## src/rtl/fcs_pkg.sv

```systemverilog
package fcs_pkg;
  localparam int INSTR_W  = 40;
  localparam int OP_LSB   = 38;
  localparam int RST_BIT  = 37;
  localparam int OUT_BIT  = 36;
  localparam int DEST_LSB = 33;
  localparam int DEST_W   = 3;

  typedef enum logic [1:0] {
    OP_WAIT = 2'b00,
    OP_FIR  = 2'b01,
    OP_JUMP = 2'b10,
    OP_RSV  = 2'b11
  } op_e;

  typedef enum logic [1:0] {
    ST_RUN  = 2'b00,
    ST_BUSY = 2'b01,
    ST_EMIT = 2'b10
  } state_e;

  // Settings handed to the compute engine for one filter step.
  typedef struct packed {
    logic [1:0] sym;        // symmetry type
    logic       halfband;
    logic [6:0] taps;
    logic [3:0] decim;
    logic [2:0] blk_log2;   // data block size as a power of two
    logic [7:0] blk_start;
    logic [7:0] coef_start;
  } fir_cfg_t;

  localparam int CFG_W = $bits(fir_cfg_t);
endpackage

```

## src/rtl/fcs_decode.sv

```systemverilog
module fcs_decode
  import fcs_pkg::*;
#(
  parameter int PC_W  = 3,
  parameter int CNT_W = 4
) (
  input  logic [INSTR_W-1:0] word,
  output op_e                op,
  output logic               rst_wait,
  output logic               to_out,
  output logic [PC_W-1:0]    dest,
  output logic [PC_W-1:0]    target,
  output logic [CNT_W-1:0]   need,
  output logic [CFG_W-1:0]   cfg
);
  logic [DEST_W-1:0] dest_field;

  always_comb begin
    op         = op_e'(word[OP_LSB +: 2]);
    rst_wait   = word[RST_BIT];
    to_out     = word[OUT_BIT];
    dest_field = word[DEST_LSB +: DEST_W];
    dest       = dest_field[PC_W-1:0];
    cfg        = word[CFG_W-1:0];
    target     = word[PC_W-1:0];
    need       = word[CNT_W-1:0];
  end
endmodule

```

## src/rtl/fcs_wait_ctr.sv

```systemverilog
module fcs_wait_ctr #(
  parameter int CNT_W = 4
) (
  input  logic             clk,
  input  logic             rst_n,
  input  logic             in_valid,
  output logic             in_ready,
  input  logic             clr,
  input  logic [CNT_W-1:0] need,
  output logic             met
);
  localparam logic [CNT_W-1:0] CNT_MAX = {CNT_W{1'b1}};
  localparam logic [CNT_W-1:0] CNT_ONE = {{(CNT_W-1){1'b0}}, 1'b1};

  logic [CNT_W-1:0] cnt;
  logic             fire;

  always_comb begin
    in_ready = (cnt != CNT_MAX);
    fire     = in_valid && in_ready;
    met      = (cnt >= need);
  end

  always_ff @(posedge clk) begin
    if (!rst_n)      cnt <= '0;
    else if (clr)    cnt <= fire ? CNT_ONE : '0;
    else if (fire)   cnt <= cnt + CNT_ONE;
  end

  a_r2_count_step: assert property (@(posedge clk) disable iff (!rst_n)
    (fire && !clr) |=> (cnt == $past(cnt) + CNT_ONE));
  a_r2_hold_full: assert property (@(posedge clk) disable iff (!rst_n)
    (cnt == CNT_MAX && !clr) |=> (cnt == CNT_MAX));
  a_r7_clear: assert property (@(posedge clk) disable iff (!rst_n)
    clr |=> (cnt <= CNT_ONE));
endmodule

```

## src/rtl/fcs_ctrl.sv

```systemverilog
module fcs_ctrl
  import fcs_pkg::*;
#(
  parameter int PC_W = 3
) (
  input  logic            clk,
  input  logic            rst_n,
  input  op_e             op,
  input  logic            met,
  input  logic            rst_wait,
  input  logic            to_out,
  input  logic [PC_W-1:0] dest,
  input  logic [PC_W-1:0] target,
  input  logic            eng_done,
  input  logic            out_ready,
  output logic [PC_W-1:0] pc,
  output logic            eng_start,
  output logic            busy,
  output logic            route_valid,
  output logic [PC_W-1:0] route_step,
  output logic            out_valid,
  output logic            wait_clr
);
  localparam logic [PC_W-1:0] PC_ONE = {{(PC_W-1){1'b0}}, 1'b1};

  state_e          st;
  logic [PC_W-1:0] pc_q;
  logic [PC_W-1:0] pc_inc;
  logic            ir_rst;
  logic            ir_out;
  logic [PC_W-1:0] ir_dest;
  logic            done_fire;

  always_comb begin
    pc          = pc_q;
    pc_inc      = pc_q + PC_ONE;
    eng_start   = (st == ST_RUN) && (op == OP_FIR);
    busy        = (st == ST_BUSY);
    done_fire   = busy && eng_done;
    route_valid = done_fire && !ir_out;
    route_step  = ir_dest;
    out_valid   = (st == ST_EMIT);
    wait_clr    = done_fire && ir_rst;
  end

  always_ff @(posedge clk) begin
    if (!rst_n) begin
      st      <= ST_RUN;
      pc_q    <= '0;
      ir_rst  <= 1'b0;
      ir_out  <= 1'b0;
      ir_dest <= '0;
    end else begin
      unique case (st)
        ST_RUN: begin
          unique case (op)
            OP_WAIT: if (met) pc_q <= pc_inc;
            OP_FIR: begin
              st      <= ST_BUSY;
              ir_rst  <= rst_wait;
              ir_out  <= to_out;
              ir_dest <= dest;
            end
            OP_JUMP: pc_q <= target;
            OP_RSV:  pc_q <= pc_inc;
            default: pc_q <= pc_inc;
          endcase
        end
        ST_BUSY: begin
          if (eng_done) begin
            if (ir_out) st <= ST_EMIT;
            else begin
              st   <= ST_RUN;
              pc_q <= pc_inc;
            end
          end
        end
        ST_EMIT: begin
          if (out_ready) begin
            st   <= ST_RUN;
            pc_q <= pc_inc;
          end
        end
        default: st <= ST_RUN;
      endcase
    end
  end

  a_r4_single_start: assert property (@(posedge clk) disable iff (!rst_n)
    eng_start |=> (!eng_start && busy));
  a_r3_wait_hold: assert property (@(posedge clk) disable iff (!rst_n)
    (st == ST_RUN && op == OP_WAIT && !met) |=> (pc == $past(pc)));
  a_r8_jump_target: assert property (@(posedge clk) disable iff (!rst_n)
    (st == ST_RUN && op == OP_JUMP) |=> (pc == $past(target)));
  a_r5_route_advance: assert property (@(posedge clk) disable iff (!rst_n)
    route_valid |=> (!route_valid && pc == $past(pc) + PC_ONE));
  a_r6_out_hold: assert property (@(posedge clk) disable iff (!rst_n)
    (out_valid && !out_ready) |=> (out_valid && $stable(pc)));
  a_r10_done_idle: assert property (@(posedge clk) disable iff (!rst_n)
    (st == ST_RUN && op != OP_FIR) |=> !busy);
endmodule

```

## src/rtl/fchain_seq.sv

```systemverilog
module fchain_seq
  import fcs_pkg::*;
#(
  parameter int PC_W  = 3,
  parameter int CNT_W = 4
) (
  input  logic                  clk,
  input  logic                  rst_n,
  input  logic                  in_valid,
  output logic                  in_ready,
  output logic [PC_W-1:0]       pm_addr,
  input  logic [INSTR_W-1:0]    pm_data,
  output logic                  eng_start,
  output logic [CFG_W-1:0]      eng_cfg,
  input  logic                  eng_done,
  output logic                  route_valid,
  output logic [PC_W-1:0]       route_step,
  output logic                  out_valid,
  input  logic                  out_ready
);
  op_e              dec_op;
  logic             dec_rst;
  logic             dec_out;
  logic [PC_W-1:0]  dec_dest;
  logic [PC_W-1:0]  dec_target;
  logic [CNT_W-1:0] dec_need;
  logic [CFG_W-1:0] dec_cfg;
  logic             met;
  logic             wait_clr;
  logic             busy;
  logic [CFG_W-1:0] cfg_q;

  fcs_decode #(.PC_W(PC_W), .CNT_W(CNT_W)) u_dec (
    .word(pm_data), .op(dec_op), .rst_wait(dec_rst), .to_out(dec_out),
    .dest(dec_dest), .target(dec_target), .need(dec_need), .cfg(dec_cfg)
  );

  fcs_wait_ctr #(.CNT_W(CNT_W)) u_cnt (
    .clk(clk), .rst_n(rst_n), .in_valid(in_valid), .in_ready(in_ready),
    .clr(wait_clr), .need(dec_need), .met(met)
  );

  fcs_ctrl #(.PC_W(PC_W)) u_ctrl (
    .clk(clk), .rst_n(rst_n), .op(dec_op), .met(met), .rst_wait(dec_rst),
    .to_out(dec_out), .dest(dec_dest), .target(dec_target),
    .eng_done(eng_done), .out_ready(out_ready), .pc(pm_addr),
    .eng_start(eng_start), .busy(busy), .route_valid(route_valid),
    .route_step(route_step), .out_valid(out_valid), .wait_clr(wait_clr)
  );

  always_ff @(posedge clk) begin
    if (!rst_n)         cfg_q <= '0;
    else if (eng_start) cfg_q <= dec_cfg;
  end

  always_comb eng_cfg = eng_start ? dec_cfg : cfg_q;

  a_r4_cfg_stable: assert property (@(posedge clk) disable iff (!rst_n)
    (busy && $past(busy)) |-> $stable(eng_cfg));
  a_r6_no_emit_on_route: assert property (@(posedge clk) disable iff (!rst_n)
    route_valid |-> !out_valid);
endmodule

```

## config.mk

```make
export PLATFORM = sky130hd
export DESIGN_NAME = fchain_seq
export DESIGN_NICKNAME = d
export VERILOG_FILES = /design/src/rtl/fcs_pkg.sv /design/src/rtl/fcs_decode.sv /design/src/rtl/fcs_wait_ctr.sv /design/src/rtl/fcs_ctrl.sv /design/src/rtl/fchain_seq.sv
export SDC_FILE = /design/constraint.sdc
export NUM_CORES = 1
export LEC_CHECK = 0
export BUFFER_PORTS_ARGS = -buffer_cell sky130_fd_sc_hd__buf_2
export CORE_UTILIZATION = 36
export CTS_BUF_LIST = sky130_fd_sc_hd__clkbuf_16
export DETAILED_ROUTE_END_ITERATION = 8
export PLACE_DENSITY = 0.73
export SYNTH_ARGS = -nofsm -noshare
export SYNTH_HDL_FRONTEND = slang
export SYNTH_SLANG_ARGS = --single-unit
export TNS_END_PERCENT = 100
```

## constraint.sdc

```tcl
create_clock -name clk -period 5.9 [get_ports clk]
set_input_delay 0.295 -clock clk [delete_from_list [all_inputs] [get_ports clk]]
set_output_delay 0.295 -clock clk [all_outputs]
set_load 0.02 [all_outputs]
```

Word-level counts from Yosys, hierarchy flattened
Index checks and enable logic that the tools add are counted.

Add/sub/neg operators: 2. Order comparisons: 1. Equal/unequal tests: 12. Multiplexer cells: 15. Reductions and logical operators: 13.

Operators by type and width (count): $mux W33 (1); $pmux W3 S3 (2); $mux W3 (4); $mux W2 (4); $mux W4 (2); $ne A4 B4 Y1 const B (2); $eq A2 B2 Y1 const B (3); $ne A2 B2 Y1 const B (3); $pmux W2 S3 (1); $reduce_and A6 Y1 (1); $logic_and A1 B1 Y1 (5); $add A4 B1 Y4 const B (1); $eq A2 B1 Y1 const B (2); $ge A4 B4 Y1 (1); $logic_not A2 Y1 (2); $add A3 B1 Y3 const B (1); $ne A3 B3 Y1 const B (1); $reduce_and A3 Y1 (1); $reduce_bool A3 Y1 (1); $ne A2 B1 Y1 const B (1); $reduce_and A2 Y1 (1); $reduce_bool A2 Y1 (1); $logic_not A1 Y1 (1); $mux W1 (1).

Register bits: 47. Bits of input ports: 45.

Depth between registers and ports, before layout
Gate-level depths: netlist (run 1).

Depth after elaboration: 4. Mapped depth: 10. Depth with buffers taken out: 8.

Modules after synthesis
Synthesis (run 1) repeated with hierarchy kept, for this count alone.

Cell total of the unflattened synthesis: 261. Area total of the unflattened synthesis: 2672.6 µm².

By module, submodules not included: fchain_seq (instances 1, cells each 106, area each 1438.9 µm²); fcs_ctrl (instances 1, cells each 72, area each 595.6 µm²); fcs_decode (instances 1, cells each 47, area each 352.8 µm²); fcs_wait_ctr (instances 1, cells each 36, area each 285.3 µm²).

Worst setup path before layout (run 1)
No wires, ideal clock.

Kind: register -> output. Start: reg u_ctrl.st[0]. End: out eng_cfg[28]. Arrival: 1.807 ns. Data required time: 5.605 ns. Setup slack: 3.798 ns. Cell stages (with the launch flop): 11. Path buffers: 3. Cells stage by stage: dfxtp_1 inv_1 ha_1 inv_1 or2_1 buf_4 inv_2 clkbuf_1 buf_2 nand2_1 nand2_1.

Word-level cells in the longest chain between the ends: 3.

RTL lines: from (decl) (line fcs_ctrl.sv:26) `state_e st;`; from (signal assigned) (line fcs_ctrl.sv:48) `st <= ST_RUN;`; from (signal assigned) (line fcs_ctrl.sv:59) `st <= ST_BUSY;`; from (signal assigned) (line fcs_ctrl.sv:71) `if (ir_out) st <= ST_EMIT;`; $logic_not A2 Y1 (line fcs_ctrl.sv:37) `eng_start = (st == ST_RUN) && (op == OP_FIR);`; $logic_and A1 B1 Y1 (line fcs_ctrl.sv:37); named net eng_start (line fchain_seq.sv:13) `output logic eng_start,`; $mux W33; to (decl) (line fchain_seq.sv:14) `output logic [CFG_W-1:0] eng_cfg,`.

The timed path passes the listed nets, and every way through them passes these cells.

Worst setup path in the final report (run 1)
Start: reg u_ctrl.st[0]. End: out eng_cfg[0].

Word-level cells in the longest chain between the ends: 3.

RTL lines (line): $logic_not A2 Y1 (fcs_ctrl.sv:37); $logic_and A1 B1 Y1 (fcs_ctrl.sv:37); $mux W33.

No other way between the ends.

==> results.cfg, run 1 <==
[critical_path]
crit_buf_inv = 4
end_kind = output pin
path_depth = 8
cpPeakStageDelay_ns = 0.46
worst-path-max-fanout = 38
crit_type = register to output pin
startpoint = u_ctrl.st[0]
cpLargestDelayFamily = buffers and inverters
timing.rr.start = u_ctrl.st[1]
r2r-end = u_ctrl.pc[2]
cp.arrival_ns = 2.08
crit_end = eng_cfg[0]
required_ns = 5.61
crit_chain = inv_1 > ha_1 > inv_1 > or2_1 > inv_2 > nand2_1 > nand2_1 > buf_2
worst_setup_path_start_kind = register
r2r_slack_ns = 3.63
rr_worst_depth = 8
crit_slowest_cell = inv_2

[timing]
tns_ns = 0
slew_headroom_pct = 17.1
period_minus_slack_ns = 2.38
hold_ws_ns = 0.255
worst_pin_slew_ns = 1.24
rsz0062_at_grt = false
setup_viol = 0
fin_crit_sh_pct = 40.3
slew_viol_final = 0
skew_ns = 0.00608
hold_viol = 0
fmax_mhz = 420

[pwr]
p_seq_share_pct = 46.2
powerDensity_nw_per_um2 = 277
p_clk_share_pct = 35.5
p_leak_uw = 0.00140
p_switching_uw = 201
internal-power_uw = 539
p_sw_share_pct = 27.1
irDropWorstVdd_v = 0.000150
combPwrFrac_pct = 18.3

[layout]
num_antenna_cells = 0
drive_gt1_share_pct = 26.7
final_cells = 431
fill_cells = 569
area_growth_pct = 30.1
post-route-cell-area_um2 = 2670
mostFrequentLayoutCells = nand2_1, buf_2, dfxtp_1
nNetsFinal = 412
final_common_cell = nand2_1

[logic_synthesis]
synth_area_leaders = dfxtp_1, nand2_1, a21oi_1
syn_area_per_cell_um2 = 7.45
netlist_instances = 276
ys_seq_area_share_pct = 45.8
syn_area_um2 = 2060
synth.top_cell.area_share_pct = 45.8
async_flop_share_pct = 0
yosys_warnings = 0
synth_cell_type_count = 31
synth-seq-cells = 47
synth_largest_area_cell = dfxtp_1
synth_edf_count = 0
yosys_most_used_dff = dfxtp_1
synth_nets = 330

[grt]
grt_busiest_layer = met2
grt_usage_pct = 15.2
gr-usage-met3_pct = 3.18
use_met2_pct = 25.2
grt_pass1_vias = 1811
gr-total-overflow = 0
grt_max_degree = 43
grtUsageMet1_pct = 19.3
grt_pass1_wl_um = 7420
grt_antenna_before_repair = 0

[die]
io_pins = 88
dieArea_um2 = 6020
initial_core_util_pct = 37.3
core-area_um2 = 5510
die_w_um = 77.6
num_rows = 27
fp.dieH_um = 77.6

[clock_network]
cts_buffers = 5
clockBufferDepth = 2
ctsHoldBuffers = 0
htreeDepth = 2
tritoncts = done
clkLatencyLatePin_ns = 0.28
clock-root-buffer = clkbuf_16
post_cts_resized = 0
clock_sinks = 47
path_clk_slew_ns = 0.06
postCtsSetupRepairBufs = 0

[place]
dp.cells = 423
dpl_cell_area_um2 = 2530
hpwl_um = 3210
portBuffers = 87
gp_congestion = 0.781

[detailed_routing]
vias_per_cell = 4.71
initialDrtViolationCount = 61
wl_um = 4420
firstDrtPassIters = 4
wl_per_cell_um = 10.3
vias = 2031
drc = 0
ant_nets = 0

[run]
max_cap_violations = 0

[min_path]
min_path_type = input port to register

[outcome]
status = finished clean
[synthesized netlist by cell type, types with 2 or more instances]
library cell and instances:
nor2_1 6, inv_1 10, a21oi_1 43, dfxtp_1 47
nor3b_1 2, and2_1 4, mux2i_1 2, clkbuf_1 9
a211oi_1 2, nand2b_1 3, nand3_1 4, ha_1 9
buf_2 3, o21ai_0 4, nor3_1 2, or3_1 2
nand2_1 110
[power by group through the flow]
stage / clock network [µW] / registers (µW) / logic, µW
global placement: 0 / 349 / 134
finish: 263 / 342 / 135
CTS: 274 / 342 / 137
detailed placement: 0 / 349 / 137
floorplan: 0 / 351 / 86.7
global route: 291 / 343 / 151
[worst min-delay path, cell delays in order]
cell and delay, ns:
buf_2 0.09, nand2_1 0.05, a21oi_1 0.05
[layout make-up]
| cell class | count | area, µm² | share of cell area (%) |
|---|---|---|---|
| clock buffers | 5 | 125 | 4.68 |
| flip-flops and latches | 47 | 941 | 35.2 |
| repair buffers | 88 | 443 | 16.6 |
| inverters | 11 | 41.3 | 1.54 |
| clock inverters | 3 | 16.3 | 0.608 |
| multi-input cells | 205 | 1020 | 38.0 |
| well taps | 72 | 90.1 | 3.37 |
[layer usage]
metal,vias up,share of wire [%]
met5,-,0
met4,0,0.77
met3,2,5.4
met2,63,46
met1,903,48
li1,1063,-
[per-stage QoR]
step	setup WS (ns)	power, µW	utilization, %
2_1_floorplan	3.80	438	-
3_3_place_gp	3.70	483	46.0
3_5_place_dp	3.65	485	46.0
4_1_cts	3.49	753	48.6
5_1_grt	3.29	785	48.6
6_report	3.52	740	48.6
[how the worst min path moves through the flow]
stage / startpoint / endpoint / slack (ns) / cells after the start
6_report: pm_data[33] / u_ctrl.route_step[0] / 0.25 / 3
5_1_grt: pm_data[35] / u_ctrl.route_step[2] / 0.27 / 3
4_1_cts: pm_data[34] / u_ctrl.route_step[1] / 0.25 / 3
3_5_place_dp: u_ctrl.ir_rst / u_ctrl.ir_rst / 0.45 / 2
3_3_place_gp: u_ctrl.route_step[0] / u_ctrl.route_step[0] / 0.44 / 2
2_1_floorplan: rst_n / cfg_q[1] / 0.42 / 1
[sequential cells by signal (all words and copies together) (netlist names)]
name and cells:
cfg_q 33, u_ctrl.ir_out 1, u_ctrl.route_step 3, u_ctrl.st 2
u_ctrl.pc 3, u_ctrl.ir_rst 1, u_cnt.cnt 4
[cell families after synthesis]
group / count (synthesis) / synth area share (%)
simple gates: 137 / 27.8
compound gates: 56 / 14.9
flops: 47 / 45.8
buf+inv: 24 / 4.75
fa+ha+maj: 9 / 5.48
mux: 2 / 0.974
xor+xnor: 1 / 0.426
Note: power is estimated with default switching activity, not from simulation.
==> run 2, diff against run 1 <==
--- a/config.mk
+++ b/config.mk
@@ -9,7 +9,7 @@
 export CORE_UTILIZATION = 36
 export CTS_BUF_LIST = sky130_fd_sc_hd__clkbuf_16
 export DETAILED_ROUTE_END_ITERATION = 8
-export PLACE_DENSITY = 0.73
+export PLACE_DENSITY = 0.76
 export SYNTH_ARGS = -nofsm -noshare
 export SYNTH_HDL_FRONTEND = slang
 export SYNTH_SLANG_ARGS = --single-unit
==> constraint.sdc (replaced) <==
create_clock -name clk -period 2 [get_ports clk]
set_input_delay 0.1 -clock clk [delete_from_list [all_inputs] [get_ports clk]]
set_output_delay 0.1 -clock clk [all_outputs]
set_load 0.02 [all_outputs]
==> results.cfg, run 2 (same netlist as run 1, synthesis figures left out) <==
[layout]
largest_register = cfg_q
final_common_cell = nand2_1
num_antenna_cells = 0
fill_cells = 549
nNetsFinal = 419
largestRegisters = cfg_q (33), u_cnt.cnt (4)
mostFrequentLayoutCells = nand2_1, buf_2, dfxtp_1
largest_reg_flops = 33
drive_gt1_share_pct = 31.1
fin_util_pct = 50.6
area_growth_pct = 35.5

[timing]
hold_viol = 0
fmax_mhz = 516
slew_headroom_pct = 71.2
slew_viol_final = 0
period_minus_slack_ns = 1.94
setup_viol = 0
setup_slack_ns = 0.0629
worst_pin_slew_ns = 0.432
skew_ns = 0.00214
fin_crit_sh_pct = 96.9

[critical_path]
end_kind = register
worst-path-max-fanout = 5
crit_type = register to register
cp.arrival_ns = 2.14
required_ns = 2.21
worst_setup_path_start_kind = register

[detailed_routing]
wl_per_cell_um = 10.7
ant_nets = 0
vias = 2011
firstDrtPassIters = 3
initialDrtViolationCount = 30
drc = 0
wl_um = 4670
vias_per_cell = 4.59

[grt]
grt_pass1_wl_um = 7730
grt_max_degree = 43
grt_antenna_before_repair = 0
grt_pass1_vias = 1855
gr-total-overflow = 0
grt_usage_pct = 16.0

[clock_network]
clockBufferDepth = 2
tritoncts = done
clock_sinks = 47
ctsHoldBuffers = 0
path_clk_slew_ns = 0.06
clkLatencyLatePin_ns = 0.28
clock-root-buffer = clkbuf_16
htreeDepth = 2
cts_buffers = 5

[die]
io_pins = 88
dieArea_um2 = 6020
fp.dieH_um = 77.6
num_rows = 27
core-area_um2 = 5510
die_w_um = 77.6
initial_core_util_pct = 37.3

[min_path]
min_path_type = input port to register

[place]
pre_cts_ws_ns = 0.0773
gp_congestion = 0.762
hpwl_um = 3380
portBuffers = 87

[pwr]
irDropWorstVdd_v = 0.000359
p_leak_uw = 0.00145
powerDensity_nw_per_um2 = 841

[run]
max_cap_violations = 0

[outcome]
status = finished clean
==> run 2: stage by stage <==
stage | hold slack [ns] | TNS [ns] | instance area [µm²] | instances | power (µW)
after CTS | 0.0464 | 0 | 2750 | 438 | 2370
after floorplan | 0.222 | 0 | 2060 | 276 | 1290
after global placement | 0.342 | 0 | 2580 | 430 | 1430
after global routing | 0.0551 | -0.00810 | 2790 | 438 | 2460
final | 0.0545 | 0 | 2790 | 438 | 2340
after detailed placement | 0.352 | 0 | 2580 | 430 | 1440
==> run 2: timing repair <==
action                                  in CTS  in global routing
endpoints found under the setup margin       1                 36
resized for setup                            1                 11
setup buffers                                0                  0
gates cloned                                 0                  0
pin swaps                                    0                  2
==> run 2: path summary, 6_finish.rpt <==
kind / slack (ns) / depth (start not counted) / startpoint / end
setup / recovery: 0.06 / 6 / u_ctrl.st[1] / u_ctrl.pc[2]
hold / removal: 0.05 / 3 / pm_data[35] / u_ctrl.route_step[2]
setup reg to reg: 0.06 / 6 / u_ctrl.st[1] / u_ctrl.pc[2]
hold reg to reg: 0.45 / 2 / u_ctrl.route_step[0] / u_ctrl.route_step[0]
==> run 2: critical path: stages (launching register included) <==
cell	delay [ns]
dfxtp_2	0.33
inv_1	0.06
ha_2	0.20
and2_4	0.17
or4_4	0.55
or3_4	0.39
a21oi_2	0.16
==> run 2: layer usage <==
metal / wire, µm / track usage, % / up-vias
met5: 0 / 0 / -
met4: 79 / 8.30 / 0
met3: 207 / 2.82 / 8
met2: 2230 / 28.6 / 55
met1: 2150 / 18.0 / 866
li1: - / - / 1082
==> run 2: cell type report <==
cell class              count  area, µm²  share of cell area (%)
multi-input cells         205       1050                    37.6
clock buffers               5        125                    4.49
flip-flops and latches     47        943                    33.9
inverters                  11       41.3                    1.48
clock inverters             3       38.8                    1.39
repair buffers             95        499                    17.9
well taps                  72       90.1                    3.23
==> run 2: power breakdown <==
group	switching [µW]	internal (µW)	leakage (µW)	total, µW
logic	259	165	0.000982	424
clock network	327	582	0.0000812	909
registers	22.1	987	0.000385	1010
